--- src/rtl/spdd_pkg.sv ---
package spdd_pkg;

  // 2'b{n1,n2}; 1 means pin high or open
  function automatic int unsigned pick_target(input logic n1, input logic n2,
                                              input int unsigned hi,
                                              input int unsigned mid,
                                              input int unsigned lo);
    if (n1) return hi;
    if (n2) return lo;
    return mid;
  endfunction

  function automatic int unsigned pick_divisor(input logic n1, input logic n2,
                                               input int unsigned hi,
                                               input int unsigned mid,
                                               input int unsigned lo);
    if (n1 && n2)  return hi;
    if (n1)        return mid;
    if (n2)        return lo;
    return mid;
  endfunction

  function automatic int unsigned lock_margin(input int unsigned tgt);
    return tgt >> 4;
  endfunction

  function automatic logic in_lock_window(input int unsigned m,
                                          input int unsigned tgt);
    int unsigned w;
    w = lock_margin(tgt);
    return (m + w >= tgt) && (m <= tgt + w);
  endfunction

endpackage

--- src/rtl/spdd_sel.sv ---
module spdd_sel #(
  parameter int unsigned TGT_HI  = 1024,
  parameter int unsigned TGT_MID = 512,
  parameter int unsigned TGT_LO  = 256,
  parameter int unsigned CNT_W   = 12,
  parameter int unsigned DIV_W   = 11
) (
  input  logic             sel_n1,
  input  logic             sel_n2,
  output logic [CNT_W-1:0] target,
  output logic [DIV_W-1:0] div_val
);
  int unsigned t_full, d_full;

  always_comb begin
    t_full  = spdd_pkg::pick_target(sel_n1, sel_n2, TGT_HI, TGT_MID, TGT_LO);
    d_full  = spdd_pkg::pick_divisor(sel_n1, sel_n2, TGT_HI, TGT_MID, TGT_LO);
    target  = t_full[CNT_W-1:0];
    div_val = d_full[DIV_W-1:0];
  end
endmodule

--- src/rtl/spdd_period_ctr.sv ---
module spdd_period_ctr #(
  parameter int unsigned CNT_W = 12
) (
  input  logic             clk,
  input  logic             rst_n,
  input  logic             en,
  input  logic             fg_edge,
  input  logic             ref_tick,
  output logic             armed,
  output logic             close_ev,
  output logic [CNT_W-1:0] meas
);
  localparam logic [CNT_W-1:0] CNT_TOP = {CNT_W{1'b1}};

  logic [CNT_W-1:0] cnt;
  logic             open_ev;
  logic [CNT_W-1:0] cnt_inc;

  assign cnt_inc  = (cnt == CNT_TOP) ? cnt : cnt + 1'b1;
  assign open_ev  = en && fg_edge && !armed;
  assign close_ev = en && fg_edge && armed;
  // value as seen at the closing edge, including a coincident tick
  assign meas     = ref_tick ? cnt_inc : cnt;

  always_ff @(posedge clk or negedge rst_n) begin
    if (!rst_n) begin
      armed <= 1'b0;
      cnt   <= '0;
    end else if (!en) begin
      armed <= 1'b0;
      cnt   <= '0;
    end else if (open_ev) begin
      armed <= 1'b1;
      cnt   <= '0;
    end else if (close_ev) begin
      armed <= 1'b0;
      cnt   <= '0;
    end else if (armed && ref_tick) begin
      cnt   <= cnt_inc;
    end
  end
endmodule

--- src/rtl/spdd_judge.sv ---
module spdd_judge #(
  parameter int unsigned CNT_W = 12
) (
  input  logic             clk,
  input  logic             rst_n,
  input  logic             en,
  input  logic             close_ev,
  input  logic [CNT_W-1:0] meas,
  input  logic [CNT_W-1:0] target,
  output logic             dout,
  output logic             ld_n,
  output logic             upd
);
  int unsigned m_u, t_u;
  logic        too_slow, locked;

  always_comb begin
    m_u      = 32'(meas);
    t_u      = 32'(target);
    too_slow = (m_u >= t_u);
    locked   = spdd_pkg::in_lock_window(m_u, t_u);
  end

  always_ff @(posedge clk or negedge rst_n) begin
    if (!rst_n) begin
      dout <= 1'b0;
      ld_n <= 1'b1;
      upd  <= 1'b0;
    end else if (!en) begin
      dout <= 1'b0;
      ld_n <= 1'b1;
      upd  <= 1'b0;
    end else begin
      upd <= close_ev;
      if (close_ev) begin
        dout <= too_slow;
        ld_n <= !locked;
      end
    end
  end
endmodule

--- src/rtl/spd_disc_lock.sv ---
module spd_disc_lock #(
  parameter int unsigned TGT_HI  = 1024,
  parameter int unsigned TGT_MID = 512,
  parameter int unsigned TGT_LO  = 256
) (
  input  logic                        clk,
  input  logic                        rst_n,
  input  logic                        en,
  input  logic                        fg_edge,
  input  logic                        ref_tick,
  input  logic                        sel_n1,
  input  logic                        sel_n2,
  output logic                        dout,
  output logic                        ld_n,
  output logic                        upd,
  output logic [$clog2(TGT_HI):0]     vco_div
);
  localparam int unsigned CNT_W = $clog2(TGT_HI) + 2;
  localparam int unsigned DIV_W = $clog2(TGT_HI) + 1;

  logic [CNT_W-1:0] target;
  logic [CNT_W-1:0] meas;
  logic             close_ev;
  logic             armed;

  spdd_sel #(
    .TGT_HI(TGT_HI), .TGT_MID(TGT_MID), .TGT_LO(TGT_LO),
    .CNT_W(CNT_W), .DIV_W(DIV_W)
  ) u_sel (
    .sel_n1 (sel_n1),
    .sel_n2 (sel_n2),
    .target (target),
    .div_val(vco_div)
  );

  spdd_period_ctr #(.CNT_W(CNT_W)) u_ctr (
    .clk     (clk),
    .rst_n   (rst_n),
    .en      (en),
    .fg_edge (fg_edge),
    .ref_tick(ref_tick),
    .armed   (armed),
    .close_ev(close_ev),
    .meas    (meas)
  );

  spdd_judge #(.CNT_W(CNT_W)) u_judge (
    .clk     (clk),
    .rst_n   (rst_n),
    .en      (en),
    .close_ev(close_ev),
    .meas    (meas),
    .target  (target),
    .dout    (dout),
    .ld_n    (ld_n),
    .upd     (upd)
  );
endmodule

--- config.mk ---
export PLATFORM = sky130hd
export DESIGN_NAME = spd_disc_lock
export DESIGN_NICKNAME = d
export VERILOG_FILES = /design/src/rtl/spdd_pkg.sv /design/src/rtl/spdd_sel.sv /design/src/rtl/spdd_period_ctr.sv /design/src/rtl/spdd_judge.sv /design/src/rtl/spd_disc_lock.sv
export SDC_FILE = /design/constraint.sdc
export NUM_CORES = 1
export LEC_CHECK = 0
export ABC_AREA = 1
export ABC_CLOCK_PERIOD_IN_PS = 9200
export BUFFER_PORTS_ARGS = -buffer_cell sky130_fd_sc_hd__buf_2
export CORE_ASPECT_RATIO = 0.75
export CORE_MARGIN = 4
export CORE_UTILIZATION = 30
export CTS_CLUSTER_DIAMETER = 100
export CTS_CLUSTER_SIZE = 20
export DETAILED_ROUTE_END_ITERATION = 7
export SETUP_SLACK_MARGIN = 0.02
export SLEW_MARGIN = 10
export SYNTH_ARGS = -nofsm -noshare
export SYNTH_HDL_FRONTEND = slang
export SYNTH_HIERARCHICAL = 1
export SYNTH_SLANG_ARGS = --single-unit
--- constraint.sdc ---
create_clock -name clk -period 9.2 [get_ports clk]
set_input_delay 1.84 -clock clk [delete_from_list [all_inputs] [get_ports clk]]
set_output_delay 1.84 -clock clk [all_outputs]
set_load 0.02 [all_outputs]
==> flow_summary.json, run 1 <==
{
  "status": "finished clean",
  "ant_nets": 0,
  "fmax_ghz": 0.225,
  "synth-compound-area-share_pct": 12.2,
  "synth.area.top_cells": "ha_1 22%, nand2_1 16%, dfrtp_1 12%",
  "timing.final.crit_period_ns": 4.45,
  "dp_hpwl_um": 6060,
  "hold_buffers": 0,
  "dr_total_vias": 2798,
  "leakage_uw": 0.00172,
  "fp.coreArea_mm2": 0.00970,
  "gp_congestion": 0.902,
  "synth_top_family_by_area": "simple AND/OR/NAND/NOR gates",
  "synthToLayoutAreaGrowth_pct": 6.74,
  "initial_core_util_pct": 31.0,
  "h-tree-depth": 1,
  "post_cts_resize_count": 0,
  "crit_arrival_ns": 4.63,
  "die_h_um": 94.7,
  "stdcell_area_mm2": 0.00321,
  "synth_common_cells": "130 x nand2_1, 53 x ha_1, 52 x inv_1, 31 x nand3_1, 31 x nor2_1",
  "synth_flop_cell": "dfrtp_1",
  "synth_simple_gate_area_share_pct": 32.9,
  "antenna_found_initial": 0,
  "critical_path_buf_inv_count": 2,
  "synth_cell_type_count": 37,
  "cp.required_ns": 9.38,
  "synth_edf_count": 0,
  "power.density_mw_per_mm2": 76.7,
  "max_stage_delay_ns": 0.30,
  "routedWlPerCell_um": 12.2,
  "cap_violations": 0,
  "ys_seq_area_share_pct": 13.4,
  "final_util_pct": 33.1,
  "synth_warnings": 6,
  "grt_overflow": 0,
  "cts_tree": "done",
  "finalHoldViolCount": 0,
  "track_usage_pct": 12.8,
  "clkSinkCount": 16,
  "clk_latency_ns": 0.25,
  "finalNetCount": 526,
  "placed_area_mm2": 0.00313,
  "path_clk_slew_ns": 0.05,
  "dieArea_mm2": 0.0117,
  "yosysMostFrequentCell": "nand2_1",
  "drt_iter0_drc": 172,
  "place_ws_ns": 4.54,
  "synth_top_area_share_pct": 22.1,
  "grt_max_degree": 21,
  "synthesis.area_mm2": 0.00301,
  "startpoint_type": "input pin",
  "cp-end-kind": "flop",
  "drc": 0,
  "portBuffers": 12,
  "cp_slowest_cell": "ha_1",
  "cts_setup_buffers": 0,
  "path_class": "input pin to flop",
  "drive_above_1_share_pct": 7.99,
  "grt_pass1_vias": 2563,
  "rows": 31,
  "dp.cells": 591,
  "cp_top_family": "simple AND/OR/NAND/NOR gates",
  "finalClockSkew_ns": 0.00644,
  "ys_ff_latch": 16,
  "grt_setup_unrepaired": "no",
  "syn_avg_cell_area_um2": 6.64,
  "dieWidth_um": 124,
  "wl_um": 7240,
  "fin_crit_sh_pct": 48.4,
  "finalSetupViolations": 0,
  "diodes": 0,
  "finalMaxSlewViolations": 0,
  "crit_path_frequent_cell": "nor2_1",
  "setup_ws_ns": 4.75,
  "tns_ns": 0,
  "grt_pass1_wl_um": 12300,
  "hp-class": "flop to flop",
  "synthMuxAreaShare_pct": 0,
  "root_buffer": "clkbuf_16",
  "num_io_pins": 21,
  "dr.pass1.iters": 5,
  "crit_chain": "buf_2 > inv_1 > nand2_1 > nand2_1 > ha_1 > a21oi_1 > o21ai_1 > a21oi_1 > nor2_1 > nor2_1 > xnor2_1 > ha_1 > nand2_1 > nor2_1 > nand4_1 > nor2_1 > nor2_2 > nor2_1 > nor2_1",
  "synthCells": 453,
  "async_reset_ff_share_pct": 100,
  "detail_route.vias_per_cell": 4.70,
  "synth_top_area_cell": "ha_1",
  "synth_xor_area_share_pct": 5.83,
  "irDropWorstVdd_v": 0.0000711,
  "numCtsBuffers": 3,
  "path_max_fanout": 20,
  "synth_fa_ha_area_share_pct": 23.4,
  "cts_buffer_depth": 2,
  "post_layout_nonfiller_instances": 595
}
[power by group]
part / switching (uW) / total [uW] / internal [uW]
sequential: 0.660 / 71.9 / 71.2
combinational: 55.8 / 85.3 / 29.6
clock: 30.0 / 89.0 / 58.9
[final timing paths]
| path | from | slack (ns) | cells after the start | to |
|---|---|---|---|---|
| setup / recovery | ref_tick | 4.75 | 19 | u_judge/ld_n |
| max in group asynchronous | rst_n | 7.37 | 1 | u_judge/ld_n |
| min in group asynchronous | rst_n | 1.51 | 1 | u_ctr/cnt[5] |
| hold reg to reg | u_judge/dout | 0.48 | 2 | u_judge/dout |
| setup reg to reg | u_ctr/cnt[1] | 5.47 | 22 | u_judge/ld_n |
| hold / removal | u_judge/dout | 0.48 | 2 | u_judge/dout |
[flip-flops by register name, summed over array words and instances, names as in the netlist]
| signal | cells |
|---|---|
| u_ctr/cnt | 12 |
| u_judge/ld_n | 1 |
| u_ctr/armed | 1 |
| u_judge/upd | 1 |
| u_judge/dout | 1 |
[cell families (layout without fill, tap and decap cells)]
family	count (synthesis)	after routing
AO/OA/AOI/OAI	62	62
buffers and inverters	76	70
flip-flops	16	16
XOR/XNOR	20	20
other	1	17
AND/OR/NAND/NOR	223	223
adder cells (fa/ha/maj)	55	55
[metal layers]
layer | global-route usage [%] | vias to the layer above | wire [um]
met4 | 0.829 | 0 | 11
met3 | 1.56 | 2 | 272
met5 | 0 | - | 0
met2 | 19.6 | 55 | 3140
li1 | - | 1482 | -
met1 | 19.9 | 1259 | 3810
[placed cells by master (no fill, tap or decap), types with 2 or more instances in the layout]
| cell type | n |
|---|---|
| nand3_2 | 2 |
| inv_1 | 52 |
| nand2_1 | 130 |
| nor3_1 | 2 |
| a31oi_1 | 2 |
| o21ai_1 | 13 |
| nor4_1 | 2 |
| nand4_1 | 8 |
| o21ai_2 | 2 |
| fa_1 | 2 |
| nand3_1 | 31 |
| a21oi_2 | 2 |
| xnor2_1 | 9 |
| buf_2 | 12 |
| o21ai_0 | 10 |
| nand2_2 | 4 |
| conb_1 | 17 |
| nor2_1 | 31 |
| dfrtp_1 | 15 |
| clkbuf_16 | 3 |
| nand3b_1 | 6 |
| a21oi_1 | 22 |
| nand2_4 | 2 |
| nor2_2 | 4 |
| a21o_1 | 5 |
| ha_1 | 53 |
| xor2_1 | 11 |
[area by class of cell]
| cell class | instances | area (um^2) |
|---|---|---|
| Fill cell | 1081 | 6490 |
| Multi-Input combinational cell | 377 | 2300 |
| Sequential cell | 16 | 402 |
| Inverter | 53 | 199 |
| Tap cell | 132 | 165 |
| Clock buffer | 4 | 78.8 |
| Timing Repair Buffer | 13 | 67.6 |
[through the flow]
step / power, uW / hold WS (ns)
after detailed placement: 152 / 0.461
after global placement: 151 / 0.468
final: 246 / 0.481
after floorplan: 143 / 0.512
after global routing: 263 / 0.514
after CTS: 243 / 0.487
[tightest hold or removal path, cell delays in order (launching register included)]
cell and delay [ns]:
dfrtp_1 0.34, nand2_1 0.05, nand2_1 0.06
Note: power is estimated with default switching activity, not from simulation.
==> inputs of run 2 (changes only) <==
- ABC_AREA: 1 -> 0
- ABC_CLOCK_PERIOD_IN_PS: 9200 -> 4000
- clock period: 9.2 -> 4 ns (I/O delays scaled with it)
==> run 2 against run 1 <==
Final cell count fell by 12%. Synthesized cell count down 20%. Setup slack worse by 4.6 ns. Utilization rose by 3.5 points. Routed wire length is 7.3% higher. Critical endpoint unchanged. Combinational power grew 130%. Critical path depth decreased by 2. Hold slack got worse by 0.0031 ns. Non-clock buffer count increased by 25. Sequential cell count unchanged.
==> flow_summary.json, run 2 <==
{
  "synthToLayoutAreaGrowth_pct": 16.0,
  "grt_max_degree": 17,
  "path_clk_slew_ns": 0.05,
  "track_usage_pct": 13.7,
  "startpoint_type": "flop",
  "r2r_cells": 17,
  "synth_flop_cell": "dfrtp_1",
  "finalSetupViolations": 0,
  "rows": 30,
  "irDropWorstVdd_v": 0.000109,
  "tightestPinTransition_ns": 0.657,
  "cp.required_ns": 4.16,
  "fill_cells": 986,
  "reg2reg_from": "u_ctr/cnt[1]",
  "grt_overflow": 0,
  "die_h_um": 93.5,
  "max_stage_delay_ns": 0.52,
  "initial_core_util_pct": 31.6,
  "finalHoldViolCount": 0,
  "multi_input_area_mm2": 0.00242,
  "synth_edf_count": 0,
  "wl_met1_um": 4020,
  "synth.area.top_cells": "ha_1 23%, dfrtp_1 13%, buf_4 4.9%",
  "finalClockSkew_ns": 0.00127,
  "post_layout_nonfiller_instances": 524,
  "cp_slowest_cell": "or4_4",
  "dr_total_vias": 2795,
  "root_buffer": "clkbuf_16",
  "power.density_mw_per_mm2": 172,
  "hold_buffers": 0,
  "cp-end-kind": "flop",
  "synthCells": 361,
  "async_reset_ff_share_pct": 100,
  "clk_latency_ns": 0.25,
  "startpoint": "u_ctr/cnt[1]",
  "timing.final.crit_period_ns": 3.83,
  "antenna_found_initial": 0,
  "cap_violations": 0,
  "wl_um": 7760,
  "synth_common_cells": "53 x ha_1, 27 x nor2_1, 25 x a21oi_1, 25 x nand2_1",
  "finalMaxSlewViolations": 0,
  "crit_chain": "ha_2 > nand3_4 > or4_4 > and2_4 > a31oi_2 > ha_2 > nor2_1 > nor2_1 > o41a_1 > a41oi_2 > xnor2_1 > ha_1 > nand3_1 > nand2_1 > a2111oi_2 > nand2_1 > o32ai_2",
  "clkSinkCount": 16,
  "leakage_uw": 0.00165,
  "fmax_ghz": 0.261,
  "synthesis.area_mm2": 0.00293,
  "layout_common_cells": "51 x ha_1, 27 x nor2_1, 26 x buf_4, 25 x nand2_1, 24 x a21oi_1",
  "synth_top_area_share_pct": 22.7,
  "fin_crit_sh_pct": 95.7,
  "cts_tree": "done",
  "synth_warnings": 6,
  "syn_avg_cell_area_um2": 8.10,
  "synth_cell_type_count": 58,
  "path_class": "flop to flop",
  "dr_wl_met3_um": 367,
  "dp_hpwl_um": 6370,
  "h-tree-depth": 1,
  "fp.coreArea_mm2": 0.00927,
  "status": "finished clean",
  "power.total_uw": 584,
  "route.met2.wl_um": 3320,
  "grt_pass1_wl_um": 12900,
  "seq_area_um2": 402,
  "tns_ns": 0,
  "dp.cells": 515,
  "portBuffers": 12,
  "grt_pass1_vias": 2633,
  "diodes": 0,
  "num_io_pins": 21,
  "ys_ff_latch": 16,
  "reg2reg_to": "u_judge/ld_n",
  "dr.pass1.iters": 5,
  "ys_seq_area_share_pct": 13.7,
  "layout_commonest_cell": "ha_1",
  "finalNetCount": 459,
  "drt_iter0_drc": 233,
  "path_max_fanout": 5,
  "yosysMostFrequentCell": "ha_1",
  "gp_congestion": 0.919,
  "dieWidth_um": 122,
  "top_register": "u_ctr/cnt",
  "cts_buffer_depth": 2,
  "hp-class": "input pin to asynchronous set/reset pin",
  "largest_reg_flops": 12,
  "routedWlPerCell_um": 14.8,
  "rrSetupSlack_ns": 0.17,
  "crit_arrival_ns": 3.99,
  "drc": 0,
  "synth_top_area_cell": "ha_1",
  "numCtsBuffers": 3,
  "dieArea_mm2": 0.0114,
  "detail_route.vias_per_cell": 5.33,
  "drive_above_1_share_pct": 16.9,
  "ant_nets": 0,
  "top_layer": "met4",
  "slew-limit-headroom_pct": 55.6
}
==> run 2: changes by cell type in the layout (fill, tap and decap cells not counted), sizes merged, moves of 8 or more <==
cell   before  now
buf        13   38
inv        53   19
nand2     136   26
nand3      33   18
nor2       36   27
nor3        2   10
==> run 2: layout make-up <==
| type | instances | area share [%] |
|---|---|---|
| Multi-Input combinational cell | 319 | 71.2 |
| Sequential cell | 16 | 11.8 |
| Timing Repair Buffer | 38 | 7.52 |
| Tap cell | 128 | 4.72 |
| Clock buffer | 4 | 2.62 |
| Inverter | 19 | 2.10 |
==> run 2: cells by family after synthesis <==
kind of cell | share of synthesized area (%)
AO/OA/AOI/OAI | 21.5
XOR/XNOR | 6.59
adder cells (fa/ha/maj) | 24.0
buffers and inverters | 7.87
flip-flops | 13.7
multiplexers | 2.18
other | 0.128
AND/OR/NAND/NOR | 24.0
==> run 2: routing by layer <==
metal | up-vias | track usage (%)
li1 | 1383 | -
met1 | 1338 | 20.6
met2 | 70 | 21.1
met3 | 4 | 1.69
met4 | 0 | 2.33
met5 | - | 0
==> run 2: report_power, final <==
group | leakage [uW] | switching, uW | internal (uW)
clock network | 0.0000442 | 68.8 | 152
registers | 0.000219 | 2.18 | 164
logic | 0.00139 | 121 | 76.6
==> run 2: critical path, delay by kind of cell (launching register included) <==
kind	cells	cell delay, ns
flops	1	0.36
fa+ha+maj	3	0.81
simple gates	8	1.27
compound gates	5	1.14
xor+xnor	1	0.15
==> run 2: worst max path at each step <==
| stage | endpoint | slack (ns) |
|---|---|---|
| finish | u_judge/ld_n | 0.17 |
| CTS | u_judge/ld_n | 0.06 |
| detailed placement | u_judge/ld_n | -0.03 |
| global placement | u_judge/ld_n | 0.14 |
| global route | u_judge/ld_n | -0.03 |
| floorplan | u_judge/ld_n | 0.11 |
==> run 2: timing repair <==
item / CTS / global route
buffers inserted: 1 / 4
endpoints found under the hold margin: 0 / 0
pin swaps: 1 / 4
endpoints found under the setup margin: 1 / 1
resized for setup: 1 / 11
==> run 2: per-stage QoR <==
stage | area (um^2) | hold WS, ns | worst slack, ns | util (%)
final | 3390 | 0.478 | 0.170 | 36.6
after CTS | 3300 | 0.488 | 0.0593 | 35.6
after global placement | 3200 | 0.564 | 0.144 | 34.6
after detailed placement | 3200 | 0.582 | -0.0250 | 34.6
after global routing | 3390 | 0.505 | -0.0276 | 36.6
after floorplan | 2990 | 0.504 | 0.109 | -
==> inputs of run 3 (changes only) <==
- BUFFER_PORTS_ARGS: -buffer_cell sky130_fd_sc_hd__buf_2 -> not set
- DONT_BUFFER_PORTS: not set -> 1
==> run 3 against run 2 <==
Hold slack worse by 0.24 ns. First-iteration DRC count is 7.3% lower. Final cell count shrank 3.2%. Die area is the same. Non-clock buffer count down 17. Sequential cell count did not move. Combinational power shrank 7%. Register-to-register slack improved by 0.05 ns. Utilization fell by 0.74 points. Via count shrank 4.8%. Setup slack gained 0.052 ns. Critical endpoint unchanged. Highest routed layer unchanged.
==> flow_summary.json, run 3 (same netlist as run 2, synthesis figures left out) <==
{
  "status": "finished clean",
  "dr_total_vias": 2661,
  "diodes": 0,
  "setup_ws_ns": 0.222,
  "clk_latency_ns": 0.25,
  "h-tree-depth": 1,
  "die_h_um": 93.5,
  "initial_core_util_pct": 31.6,
  "irDropWorstVdd_v": 0.000132,
  "fin_crit_sh_pct": 94.5,
  "track_usage_pct": 13.8,
  "path_clk_slew_ns": 0.05,
  "drt_iter0_drc": 216,
  "grt_overflow": 0,
  "rows": 30,
  "numCtsBuffers": 3,
  "num_io_pins": 21,
  "finalSetupViolations": 0,
  "slew-limit-headroom_pct": 58.2,
  "cp.required_ns": 4.17,
  "portBuffers": 0,
  "layout_common_cells": "49 x ha_1, 27 x nor2_1, 25 x nand2_1, 24 x a21oi_1, 21 x buf_4",
  "routedWlPerCell_um": 15.1,
  "detail_route.vias_per_cell": 5.25,
  "dieWidth_um": 122,
  "fmax_ghz": 0.265,
  "drive_above_1_share_pct": 13.5,
  "path_max_fanout": 5,
  "tns_ns": 0,
  "power.density_mw_per_mm2": 173,
  "crit_arrival_ns": 3.94,
  "holdWs_ns": 0.239,
  "cts_setup_buffers": 0,
  "largest_reg_flops": 12,
  "finalNetCount": 442,
  "dr.pass1.iters": 4,
  "ant_nets": 0,
  "finalMaxSlewViolations": 0,
  "clkSinkCount": 16,
  "dieArea_mm2": 0.0114,
  "leakage_uw": 0.00157,
  "synthToLayoutAreaGrowth_pct": 13.7,
  "multi_input_area_mm2": 0.00245,
  "grt_setup_unrepaired": "no",
  "fp.coreArea_mm2": 0.00927,
  "drc": 0,
  "grt_max_degree": 17,
  "path_class": "flop to flop",
  "gp_congestion": 0.863,
  "finalHoldViolCount": 0,
  "antenna_found_initial": 0,
  "wl_um": 7650,
  "finalClockSkew_ns": 0.00117,
  "cts_tree": "done",
  "fill_cells": 974,
  "post_layout_nonfiller_instances": 507,
  "grt_pass1_vias": 2646,
  "top_register": "u_ctr/cnt",
  "startpoint_type": "flop",
  "timing.final.crit_period_ns": 3.78,
  "cap_violations": 0,
  "root_buffer": "clkbuf_16",
  "layout_commonest_cell": "ha_1",
  "cp-end-kind": "flop",
  "hp-class": "input pin to asynchronous set/reset pin",
  "tightestPinTransition_ns": 0.611,
  "dp_hpwl_um": 6280,
  "place_ws_ns": 0.00325,
  "dp.cells": 503,
  "cts_buffer_depth": 2,
  "grt_pass1_wl_um": 12800,
  "seq_area_um2": 402
}
==> run 3: power by group <==
| group | total (uW) | switching [uW] | internal [uW] |
|---|---|---|---|
| clock network | 224 | 71.7 | 152 |
| registers | 166 | 2.53 | 164 |
| logic | 184 | 110 | 73.5 |
==> run 3: path summary, 6_finish.rpt <==
| path | to | slack [ns] | cells past startpoint | from |
|---|---|---|---|---|
| setup / recovery | u_judge/ld_n | 0.22 | 17 | u_ctr/cnt[1] |
| hold / removal | u_ctr/cnt[8] | 0.24 | 0 | rst_n |
| setup reg to reg | u_judge/ld_n | 0.22 | 17 | u_ctr/cnt[1] |
| hold reg to reg | u_ctr/cnt[1] | 0.62 | 2 | u_ctr/cnt[1] |
| max in group asynchronous | u_judge/ld_n | 3.59 | 0 | rst_n |
| min in group clk | u_ctr/cnt[1] | 0.62 | 2 | u_ctr/cnt[1] |
==> run 3: layout make-up <==
class,count,area share (%)
Clock buffer,4,2.67
Inverter,19,2.14
Multi-Input combinational cell,319,73.6
Sequential cell,16,12.1
Tap cell,128,4.82
Timing Repair Buffer,21,4.74
==> run 3: through the flow <==
| stage | power (uW) | area, um^2 | utilization (%) |
|---|---|---|---|
| after global routing | 614 | 3330 | 35.9 |
| final | 574 | 3330 | 35.9 |
| after floorplan | 325 | 2990 | - |
| after detailed placement | 336 | 3140 | 33.9 |
| after CTS | 565 | 3240 | 34.9 |
| after global placement | 332 | 3140 | 33.9 |
==> run 3: worst max-delay path: stages, from the launching register on <==
cell and delay [ns]:
dfrtp_1 0.41, ha_4 0.17, nand3_4 0.06, or4_4 0.52, and2_4 0.21, a31oi_4 0.19, ha_2 0.33, nor2_1 0.09
nor2_1 0.05, o41a_1 0.16, a41oi_2 0.23, xnor2_1 0.15, ha_1 0.27, nand3_1 0.09, nand2_1 0.06, a2111oi_2 0.35
nand2_1 0.13, o32ai_2 0.21
==> run 3: metal layers <==
metal,wire length (um),vias up,track usage (%)
met4,83,0,2.24
li1,-,1346,-
met3,416,7,2.36
met2,3250,57,22.3
met1,3910,1251,19.5
met5,0,-,0
==> run 3: timing repair <==
action	CTS	global route
gates resized for setup	1	15
hold buffers	0	0
endpoints found under the setup margin	1	1
pin swaps	1	4
